`src/rtl/ilc_pkg.sv`:
```
package ilc_pkg;
    typedef enum logic [1:0] {
        ST_IDLE    = 2'd0,
        ST_ALERTED = 2'd1,
        ST_ACTIVE  = 2'd2
    } ilc_state_e;
endpackage

```
`src/rtl/ilc_addr_step.sv`:
```
// Next-address computation: plain increment or a one-shot jump to a chained page.
module ilc_addr_step #(
    parameter int MAR_W = 16,
    parameter int OFF_W = 11,
    localparam int PAGE_W = MAR_W - OFF_W,
    localparam int DCR_W  = PAGE_W + 1
) (
    input  logic [MAR_W-1:0] mar_i,
    input  logic             pend_i,
    input  logic [DCR_W-1:0] dcr_i,
    output logic [MAR_W-1:0] mar_next_o,
    output logic             take_o,
    output logic             irq_o
);
    logic [MAR_W-1:0] inc;

    always_comb begin
        inc        = mar_i + MAR_W'(1);
        take_o     = pend_i && (inc[OFF_W-1:0] == '0);
        mar_next_o = take_o ? {dcr_i[PAGE_W-1:0], {OFF_W{1'b0}}} : inc;
        irq_o      = take_o && dcr_i[DCR_W-1];
    end
endmodule

```
`src/rtl/ilc_wc_step.sv`:
```
// Word-count decrement modulo 2^WCR_W and zero detection.
module ilc_wc_step #(
    parameter int WCR_W = 15
) (
    input  logic [WCR_W-1:0] wcr_i,
    output logic [WCR_W-1:0] wcr_dec_o,
    output logic             dec_zero_o,
    output logic             zero_o
);
    always_comb begin
        wcr_dec_o  = wcr_i - WCR_W'(1);
        dec_zero_o = (wcr_dec_o == '0);
        zero_o     = (wcr_i == '0);
    end
endmodule

```
`src/rtl/ilc_chain_unit.sv`:
```
module ilc_chain_unit
    import ilc_pkg::*;
#(
    parameter int MAR_W   = 16,
    parameter int OFF_W   = 11,
    parameter int WCR_W   = 15,
    parameter int WC_LO_W = 10,
    parameter int MA_LO_W = 14,
    localparam int PAGE_W  = MAR_W - OFF_W,
    localparam int DCR_W   = PAGE_W + 1,
    localparam int CTL_W   = WC_LO_W + MA_LO_W,
    localparam int HI_MA_W = MAR_W - MA_LO_W,
    localparam int HI_WC_W = WCR_W - WC_LO_W
) (
    input  logic             clk,
    input  logic             rst,
    input  logic             alert_i,
    input  logic             ilc_load_i,
    input  logic             mode_load_i,
    input  logic [CTL_W-1:0] ctl_word_i,
    input  logic             dcr_load_i,
    input  logic [DCR_W-1:0] dcr_i,
    input  logic             step_i,
    input  logic             rd_req_i,
    output logic [MAR_W-1:0] mar_o,
    output logic [WCR_W-1:0] wcr_o,
    output logic             wc_zero_o,
    output logic             ilce_o,
    output logic             chain_pend_o,
    output logic             chain_irq_o,
    output logic             rd_vld_o,
    output logic [MAR_W-1:0] rd_mar_o
);
    ilc_state_e       state_q, state_d;
    logic [MAR_W-1:0] mar_q;
    logic [WCR_W-1:0] wcr_q;
    logic [DCR_W-1:0] dcr_q;
    logic             pend_q;
    logic             irq_q;
    logic             rdv_q;
    logic [MAR_W-1:0] rdm_q;

    logic [MAR_W-1:0] step_mar;
    logic             step_take;
    logic             step_irq;
    logic [WCR_W-1:0] wc_dec;
    logic             wc_dec_zero;
    logic             wc_zero;

    logic do_alert, do_ilc, do_mode, do_step;

    // Command priority: alert > interlace load > mode load > step
    always_comb begin
        do_alert = alert_i;
        do_ilc   = ilc_load_i && !alert_i;
        do_mode  = mode_load_i && !alert_i && !ilc_load_i;
        do_step  = step_i && !alert_i && !ilc_load_i && !mode_load_i
                   && (state_q == ST_ACTIVE);
    end

    ilc_addr_step #(.MAR_W(MAR_W), .OFF_W(OFF_W)) u_addr (
        .mar_i      (mar_q),
        .pend_i     (pend_q),
        .dcr_i      (dcr_q),
        .mar_next_o (step_mar),
        .take_o     (step_take),
        .irq_o      (step_irq)
    );

    ilc_wc_step #(.WCR_W(WCR_W)) u_wc (
        .wcr_i      (wcr_q),
        .wcr_dec_o  (wc_dec),
        .dec_zero_o (wc_dec_zero),
        .zero_o     (wc_zero)
    );

    // Next-state logic
    always_comb begin
        state_d = state_q;
        unique case (state_q)
            ST_IDLE, ST_ALERTED: begin
                if (do_alert)    state_d = ST_ALERTED;
                else if (do_ilc) state_d = ST_ACTIVE;
            end
            ST_ACTIVE: begin
                if (do_alert)                        state_d = ST_ALERTED;
                else if (do_ilc)                     state_d = ST_ACTIVE;
                else if (do_step && wc_dec_zero)     state_d = ST_IDLE;
            end
            default: state_d = ST_IDLE;
        endcase
    end

    // State register
    always_ff @(posedge clk) begin
        if (rst) state_q <= ST_IDLE;
        else     state_q <= state_d;
    end

    // Address, count and chain registers
    always_ff @(posedge clk) begin
        if (rst) begin
            mar_q  <= '0;
            wcr_q  <= '0;
            dcr_q  <= '0;
            pend_q <= 1'b0;
        end else begin
            if (do_alert) begin
                mar_q <= '0;
                wcr_q <= '0;
            end else if (do_ilc) begin
                mar_q[MA_LO_W-1:0] <= ctl_word_i[MA_LO_W-1:0];
                wcr_q[WC_LO_W-1:0] <= ctl_word_i[CTL_W-1:MA_LO_W];
            end else if (do_mode) begin
                mar_q[MAR_W-1:MA_LO_W] <= ctl_word_i[HI_MA_W-1:0];
                wcr_q[WCR_W-1:WC_LO_W] <= ctl_word_i[HI_MA_W +: HI_WC_W];
            end else if (do_step) begin
                mar_q <= step_mar;
                wcr_q <= wc_dec;
            end
            if (dcr_load_i) begin
                dcr_q  <= dcr_i;
                pend_q <= 1'b1;
            end else if (do_step && step_take) begin
                pend_q <= 1'b0;
            end
        end
    end

    // Registered outputs: interrupt pulse and readback
    always_ff @(posedge clk) begin
        if (rst) begin
            irq_q <= 1'b0;
            rdv_q <= 1'b0;
            rdm_q <= '0;
        end else begin
            irq_q <= do_step && step_irq;
            rdv_q <= rd_req_i;
            if (rd_req_i) rdm_q <= mar_q;
        end
    end

    assign mar_o        = mar_q;
    assign wcr_o        = wcr_q;
    assign wc_zero_o    = wc_zero;
    assign ilce_o       = (state_q == ST_ACTIVE);
    assign chain_pend_o = pend_q;
    assign chain_irq_o  = irq_q;
    assign rd_vld_o     = rdv_q;
    assign rd_mar_o     = rdm_q;
endmodule

```
`config.mk`:
```
export PLATFORM = sky130hd
export DESIGN_NAME = ilc_chain_unit
export DESIGN_NICKNAME = d
export VERILOG_FILES = /design/src/rtl/ilc_pkg.sv /design/src/rtl/ilc_addr_step.sv /design/src/rtl/ilc_wc_step.sv /design/src/rtl/ilc_chain_unit.sv
export SDC_FILE = /design/constraint.sdc
export NUM_CORES = 1
export LEC_CHECK = 0
export BUFFER_PORTS_ARGS = -buffer_cell sky130_fd_sc_hd__buf_4
export CAP_MARGIN = 20
export CORE_MARGIN = 2
export CORE_UTILIZATION = 30
export CTS_CLUSTER_SIZE = 24
export DETAILED_ROUTE_END_ITERATION = 8
export PLACE_DENSITY = 0.54
export SLEW_MARGIN = 20
export SYNTH_ARGS = -nofsm -noshare
export SYNTH_HDL_FRONTEND = slang
export SYNTH_SLANG_ARGS = --single-unit
```
`constraint.sdc`:
```
create_clock -name clk -period 2.3 [get_ports clk]
set_input_delay 0.46 -clock clk [delete_from_list [all_inputs] [get_ports clk]]
set_output_delay 0.46 -clock clk [all_outputs]
set_load 0.005 [all_outputs]
```
==> results.md, run 1 <==
* Synthesized instance count at approximately 380
* Switching power at 0.627 mW
* Fmax at 406 MHz
* Pwr Density at 560 mW/mm2
* Clock buffers created by TritonCTS at 9
* Core Region at 0.00986 mm2
* Startpoint types: register
* Multi-input logic area at 0.00182 mm2
* Final Util at 44.3%
* First DRT Iteration DRCs at 155
* Clock latency on the worst-skew pair at 0.34 ns
* Detailed placer's ending HPWL at 7440 um
* Slew headroom at 63.3%
* Skew final at 0.00559 ns
* Setup violators final at 2
* CTS Buffer Depth at 2
* Reg2Reg Depth at 10
* Vias in the first global route at 3162
* Worst Path Required at between 1.5 and 2 ns
* Violated checks: setup timing
* Worst EP arrival at 2.00 ns
* Antenna viol nets, final at 0
* Post-Syn Area at 0.00308 mm2
* Critical path class: register to output port
* Outcome: finished with violations
* Wire per inst at 16.3 um
* Ant. Diodes at 0
* Total internal power at around 1.8 mW
* # DRC at 0
* Max Cap Viol at 0
* Crit path time final at 2.46 ns
* Die H at 105 um
* CTS tree: built
* WL final at approximately 10000 um
* Sequential share of power at 43.5%
* Number of fill cells in the layout at 1007
* Max VDD drop at 0.374 mV
* Synth-to-layout area growth at 42.0%
* Comb pwr share at 14.7%
* Drt pass-1 iters at 4
* Grt ovf at 0
* Initial antenna violation count at 0
* Setup ws final at -0.161 ns
* Via count at ~3200
* CTS sink cnt at 58
* Worst-Margin Slew at 0.550 ns
* Die area at 0.0111 mm2
* IO Port Bufs at 89
* Via density at 5.14
* Hold Violations, Final at 0
* Starting Density at 31.2%
* Clk network pwr share at 41.8%
* Seq/Total Area, Yosys at 37.7%
* Post-synth ARST share at 0%
* Number of synthesized flops with an enable pin at 0
* Reg area at 0.00116 mm2
* RSZ-0062 raised after global routing: yes
* Worst-path clk slew at about 0.070 ns
* Max-slew violations at 0
* Final setup TNS at -0.206 ns
* Final Cycle Share at 107%
* Synth Flop Type: dfxtp_1
* Total track usage at between 10% and 20%
* Leak at between 1.5 and 2 nW
* Layout cell share with drive strength beyond 1 at 33.0%
* Yosys warnings at 0
* Final #Nets at 529
* Average cell area after synthesis at 8.19 um2
* Max FO, Critical Path at 2
* Critical Path Sink Type: output port
* Die W at 105 um
* Clock root buffer: clkbuf_8
* Std cell rows at 36
* # hold bufs at CTS at 0
* Pin count of the biggest net entering global routing at 29
* H-tree depth at 3
* Hold Path Depth at 3
* First-pass GRT wire length at 16200 um
* # IOs at 90
* Sw frac at 25.7%
* Yosys cell types at 54
* Synth Register Bits at 58
* Syn Nets at around 420
* Hold/Removal Path Class: input pin to register
* Gpl congestion at about 0.85
==> flip-flops by register name, indices dropped and copies added (netlist names) <==
name / cells
mar_o: 16
state_q: 2
rd_mar_o: 16
wcr_o: 15
rd_vld_o: 1
chain_pend_o: 1
chain_irq_o: 1
dcr_q: 6
==> worst max-delay path, stage by stage, from the launching register on <==
cell and delay (ns):
dfxtp_2 0.33, inv_2 0.07, ha_4 0.13, nor4b_4 0.23, nand3_2 0.12, or4_4 0.46
nor4_4 0.16, buf_4 0.15
==> kinds of logic after synthesis <==
group | Yosys count | share of synthesized area, %
buffers and inverters | 40 | 5.16
AOI/OAI and AO/OA | 80 | 16.7
DFF | 58 | 37.7
muxes | 28 | 9.15
and+or+nand+nor | 147 | 24.2
adders and majority gates | 4 | 1.63
xor gates and xnor gates | 19 | 5.41
==> power groups by stage <==
stage / Sequential [mW] / Clock [mW] / Combinational (mW)
CTS: 1.06 / 1.04 / 0.345
finish: 1.06 / 1.02 / 0.360
global placement: 1.08 / 0 / 0.325
detailed placement: 1.08 / 0 / 0.328
global route: 1.07 / 1.08 / 0.396
floorplan: 1.08 / 0 / 0.169
==> cells in the final DEF (no fill, tap or decap), drive strengths merged, types with 4 or more instances in the layout <==
master | synthesis | routed
clkbuf | 25 | 9
o21ai | 21 | 21
nand2 | 29 | 29
dfxtp | 58 | 58
nand4 | 6 | 6
nor2 | 55 | 55
ha | 4 | 4
buf | 4 | 129
xnor2 | 14 | 14
inv | 11 | 11
nor3 | 13 | 13
xor2 | 5 | 5
nand3 | 9 | 9
nor4 | 9 | 9
a21oi | 22 | 22
a221oi | 5 | 5
mux2i | 27 | 27
and3 | 4 | 4
a211oi | 9 | 9
==> stage by stage <==
stage	area, um2	hold WS [ns]	worst slack, ns	total power, mW	instances
after global routing	4370	0.344	-0.277	2.55	624
after floorplan	3080	0.429	0.0270	1.25	376
after CTS	4320	0.340	-0.207	2.45	622
after detailed placement	4060	0.461	-0.0550	1.41	604
final	4370	0.347	-0.161	2.45	624
after global placement	4060	0.456	0.0137	1.41	604
==> final timing paths <==
path	from	end	slack [ns]
worst min-delay path	dcr_i[4]	dcr_q[4]	0.35
worst max-delay path	wcr_o[1]	wc_zero_o	-0.16
worst max register to register	wcr_o[1]	wcr_o[12]	-0.05
worst min register to register	state_q[0]	state_q[0]	0.47
==> metal layers <==
metal  track usage [%]  share of wire [%]  up-vias  wire length [um]
li1                  -                  -     1562                 -
met1              26.5                 49     1507              4950
met2              26.5                 43      117              4340
met3              4.51                6.4       23               652
met4              7.05                2.1        0               211
met5                 0                  0        -                 0
==> repair_timing <==
action / 4_1_cts / 5_1_grt
buffers inserted: 3 / 3
resized for setup: 8 / 6
hold endpoints to repair: 0 / 0
pin swaps: 4 / 8
cloned: 0 / 0
setup endpoints to repair: 1 / 6
==> area by class of cell <==
type                            instances  area share, %
Tap cell                              133           3.81
Clock inverter                          6           1.89
Timing Repair Buffer                  129           22.3
Clock buffer                            9           2.84
Sequential cell                        58           26.6
Inverter                               11          0.945
Multi-Input combinational cell        278           41.6
==> cell usage after synthesis (all sizes together), types with 4 or more instances <==
library cell	number	area (um2)
xnor2	14	123
nor4	9	71.3
nand4	6	37.5
a221oi	5	43.8
ha	4	50.1
a211oi	9	67.6
mux2i	27	270
xor2	5	43.8
nand2	29	109
buf	4	23.8
o21ai	21	105
and3	4	26.3
a21oi	22	110
dfxtp	58	1160
clkbuf	25	93.8
nor3	13	65.1
nand3	9	50.1
nor2	55	206
inv	11	41.3
Power figures use the tool's default switching activity.
==> inputs of run 2 (changes only) <==
CORE_UTILIZATION = 47   (was 30)
PLACE_DENSITY = 0.77   (was 0.54)
==> run 2 against run 1 <==
The flow still finishes with violations (setup timing). Non-clock buffer count shrank 7. Clock-buffer cell count increased by 1. Die area fell by 35%. Sequential share of layout area increased by 0.90 points. Register-to-register slack got worse by 0.08 ns.
==> results.md, run 2 (synthesized netlist as in run 1, its figures left out) <==
* Final Cycle Share at 110% (+2.8 points)
* Synth-to-layout area growth at 37.5%
* Std cell rows at 29 (-19%)
* Commonest non-fill, non-tap cell in the layout: buf_4
* Max FO, Critical Path at 4 (+2)
* First DRT Iteration DRCs at 263 (+70%)
* Skew final at 0.00668 ns (+0.00109 ns)
* CP top delay family: simple AND/OR/NAND/NOR gates
* Gpl congestion at 0.878 (+3.8%)
* Worst-Margin Slew at 0.551 ns (+0.000974 ns)
* Detailed placer's ending HPWL at 6530 um (-12%)
* Outcome: finished with violations
* Ant. Diodes at 0 (unchanged)
* # DRC at 0 (unchanged)
* Die area at 0.00721 mm2 (-35%)
* Via count at 3276 (+2.1%)
* Initial antenna violation count at 0 (unchanged)
* Drt pass-1 iters at 5 (+1)
* Pin count of the biggest net entering global routing at 29 (unchanged)
* Setup ws final at -0.225 ns (-0.0645 ns)
* Hold/Removal Path Class: input pin to register
* Fmax at 396 MHz (-2.6%)
* # IOs at 90 (unchanged)
* Layout cell share with drive strength beyond 1 at 32.2% (-0.76 points)
* Fin cells at 561 (-10%)
* Setup violators final at 3 (+1)
* CTS tree: built
* Slew headroom at 63.1% (-0.20 points)
* CTS Buffer Depth at 2 (unchanged)
* Max incr delay on CP at 0.52 ns (+0.06 ns)
* Max Cap Viol at 0 (unchanged)
* Die W at 84.9 um (-19%)
* RSZ-0062 raised after global routing: yes
* Worst Path Required at 1.84 ns (about the same)
* Wire per inst at 16.6 um (+2.3%)
* Crit path time final at 2.53 ns (+0.0645 ns)
* Violated checks: setup timing
* Hold Slack at 0.364 ns (+0.0167 ns)
* Hold Violations, Final at 0 (unchanged)
* Max-slew violations at 0 (unchanged)
* Grt ovf at 0 (unchanged)
* WL final at 9330 um (-8.1%)
* Clock root buffer: clkbuf_8
* Final Util at 66.6% (+22 points)
* Total track usage at 25.1% (+6.7 points)
* Critical path class: register to output port
* Antenna viol nets, final at 0 (unchanged)
* Buf/Inv on CP at 2 (unchanged)
* Clock latency on the worst-skew pair at 0.33 ns (about the same)
* Final #Nets at 522 (-1.3%)
* Core Region at 0.00635 mm2 (-36%)
* CTS sink cnt at 58 (unchanged)
* Most frequent cells in the layout: buf_4 (121), dfxtp_1 (56), nor2_1 (55)
* Pwr Density at 554 mW/mm2 (-1.0%)
* Worst EP arrival at 2.07 ns (+0.07 ns)
* Starting Density at 48.5% (+17 points)
* Via density at 5.84 (+14%)
* Critical-path cell list: inv_2 -> ha_4 -> nor4b_4 -> nand3_2 -> or4_4 -> nor4_4 -> buf_4
* Placed cell areas at 0.00393 mm2 (-3.2%)
* Cells after DPL at 540 (-11%)
* Clock buffers created by TritonCTS at 9 (unchanged)
* Critical-path top delay cell: or4_4
* Die H at 84.9 um (-19%)
* Overall Power at 2.34 mW (-4.1%)
* Vias in the first global route at 2999 (-5.2%)
* IO Port Bufs at 89 (unchanged)
* Max VDD drop at 0.425 mV (+14%)
* Worst-path clk slew at 0.07 ns (about the same)
* Leak at 1.84 nW (-2.3%)
* Final setup TNS at -0.416 ns (-0.211 ns)
* Startpoint types: register
* First-pass GRT wire length at 14600 um (-9.9%)
* H-tree depth at 3 (unchanged)
* Post-route cell area at 0.00423 mm2 (-3.2%)
* Placement Setup Slack at -0.0508 ns (+0.00414 ns)
* Critical Path Sink Type: output port
-- run 2: cell count changes in the layout (fill, tap and decap cells not counted), sizes merged --
cell      change
buf           -7
bufinv        -1
clkbuf        +1
clkinv        -1
clkinvlp      +1
-- run 2: area by class of cell --
class                      count  area [um2]
sequential                    58        1160
clock buffer                  10         138
fill                         520        2120
inverter                      11        41.3
multi-input combinational    278        1820
tap                           77        96.3
timing repair buffer         122         920
clock inverter                 5        55.1
-- run 2: timing repair --
item,in CTS,in global routing
pin swaps,3,7
endpoints found under the setup margin,3,5
resized for setup,7,7
setup buffers,1,5
hold buffers,0,0
hold endpoints to repair,0,0
-- run 2: where the power goes --
| group | switching, mW | internal [mW] | leakage [nW] |
|---|---|---|---|
| Sequential | 0.0337 | 1.03 | 0.473 |
| Clock | 0.417 | 0.520 | 0.0941 |
| Combinational | 0.162 | 0.179 | 1.28 |
-- run 2: routing by layer --
layer,share of wire (%),up-vias,track usage (%)
met4,1.5,0,8.80
li1,-,1557,-
met2,46,135,38.2
met5,0,-,0
met1,45,1574,35.6
met3,7.5,10,5.06
-- run 2: final timing paths --
check                   from  cells past startpoint         end  slack [ns]
hold reg to reg   state_q[0]                      1  state_q[0]        0.48
setup / recovery    wcr_o[0]                      7   wc_zero_o       -0.23
setup reg to reg    wcr_o[0]                      9   wcr_o[12]       -0.13
hold / removal      dcr_i[1]                      3    dcr_q[1]        0.36
-- run 2: worst min-delay path: cells and delay by family --
kind | cells | cell delay [ns]
buffers and inverters | 1 | 0.08
AND/OR/NAND/NOR | 1 | 0.07
multiplexers | 1 | 0.05
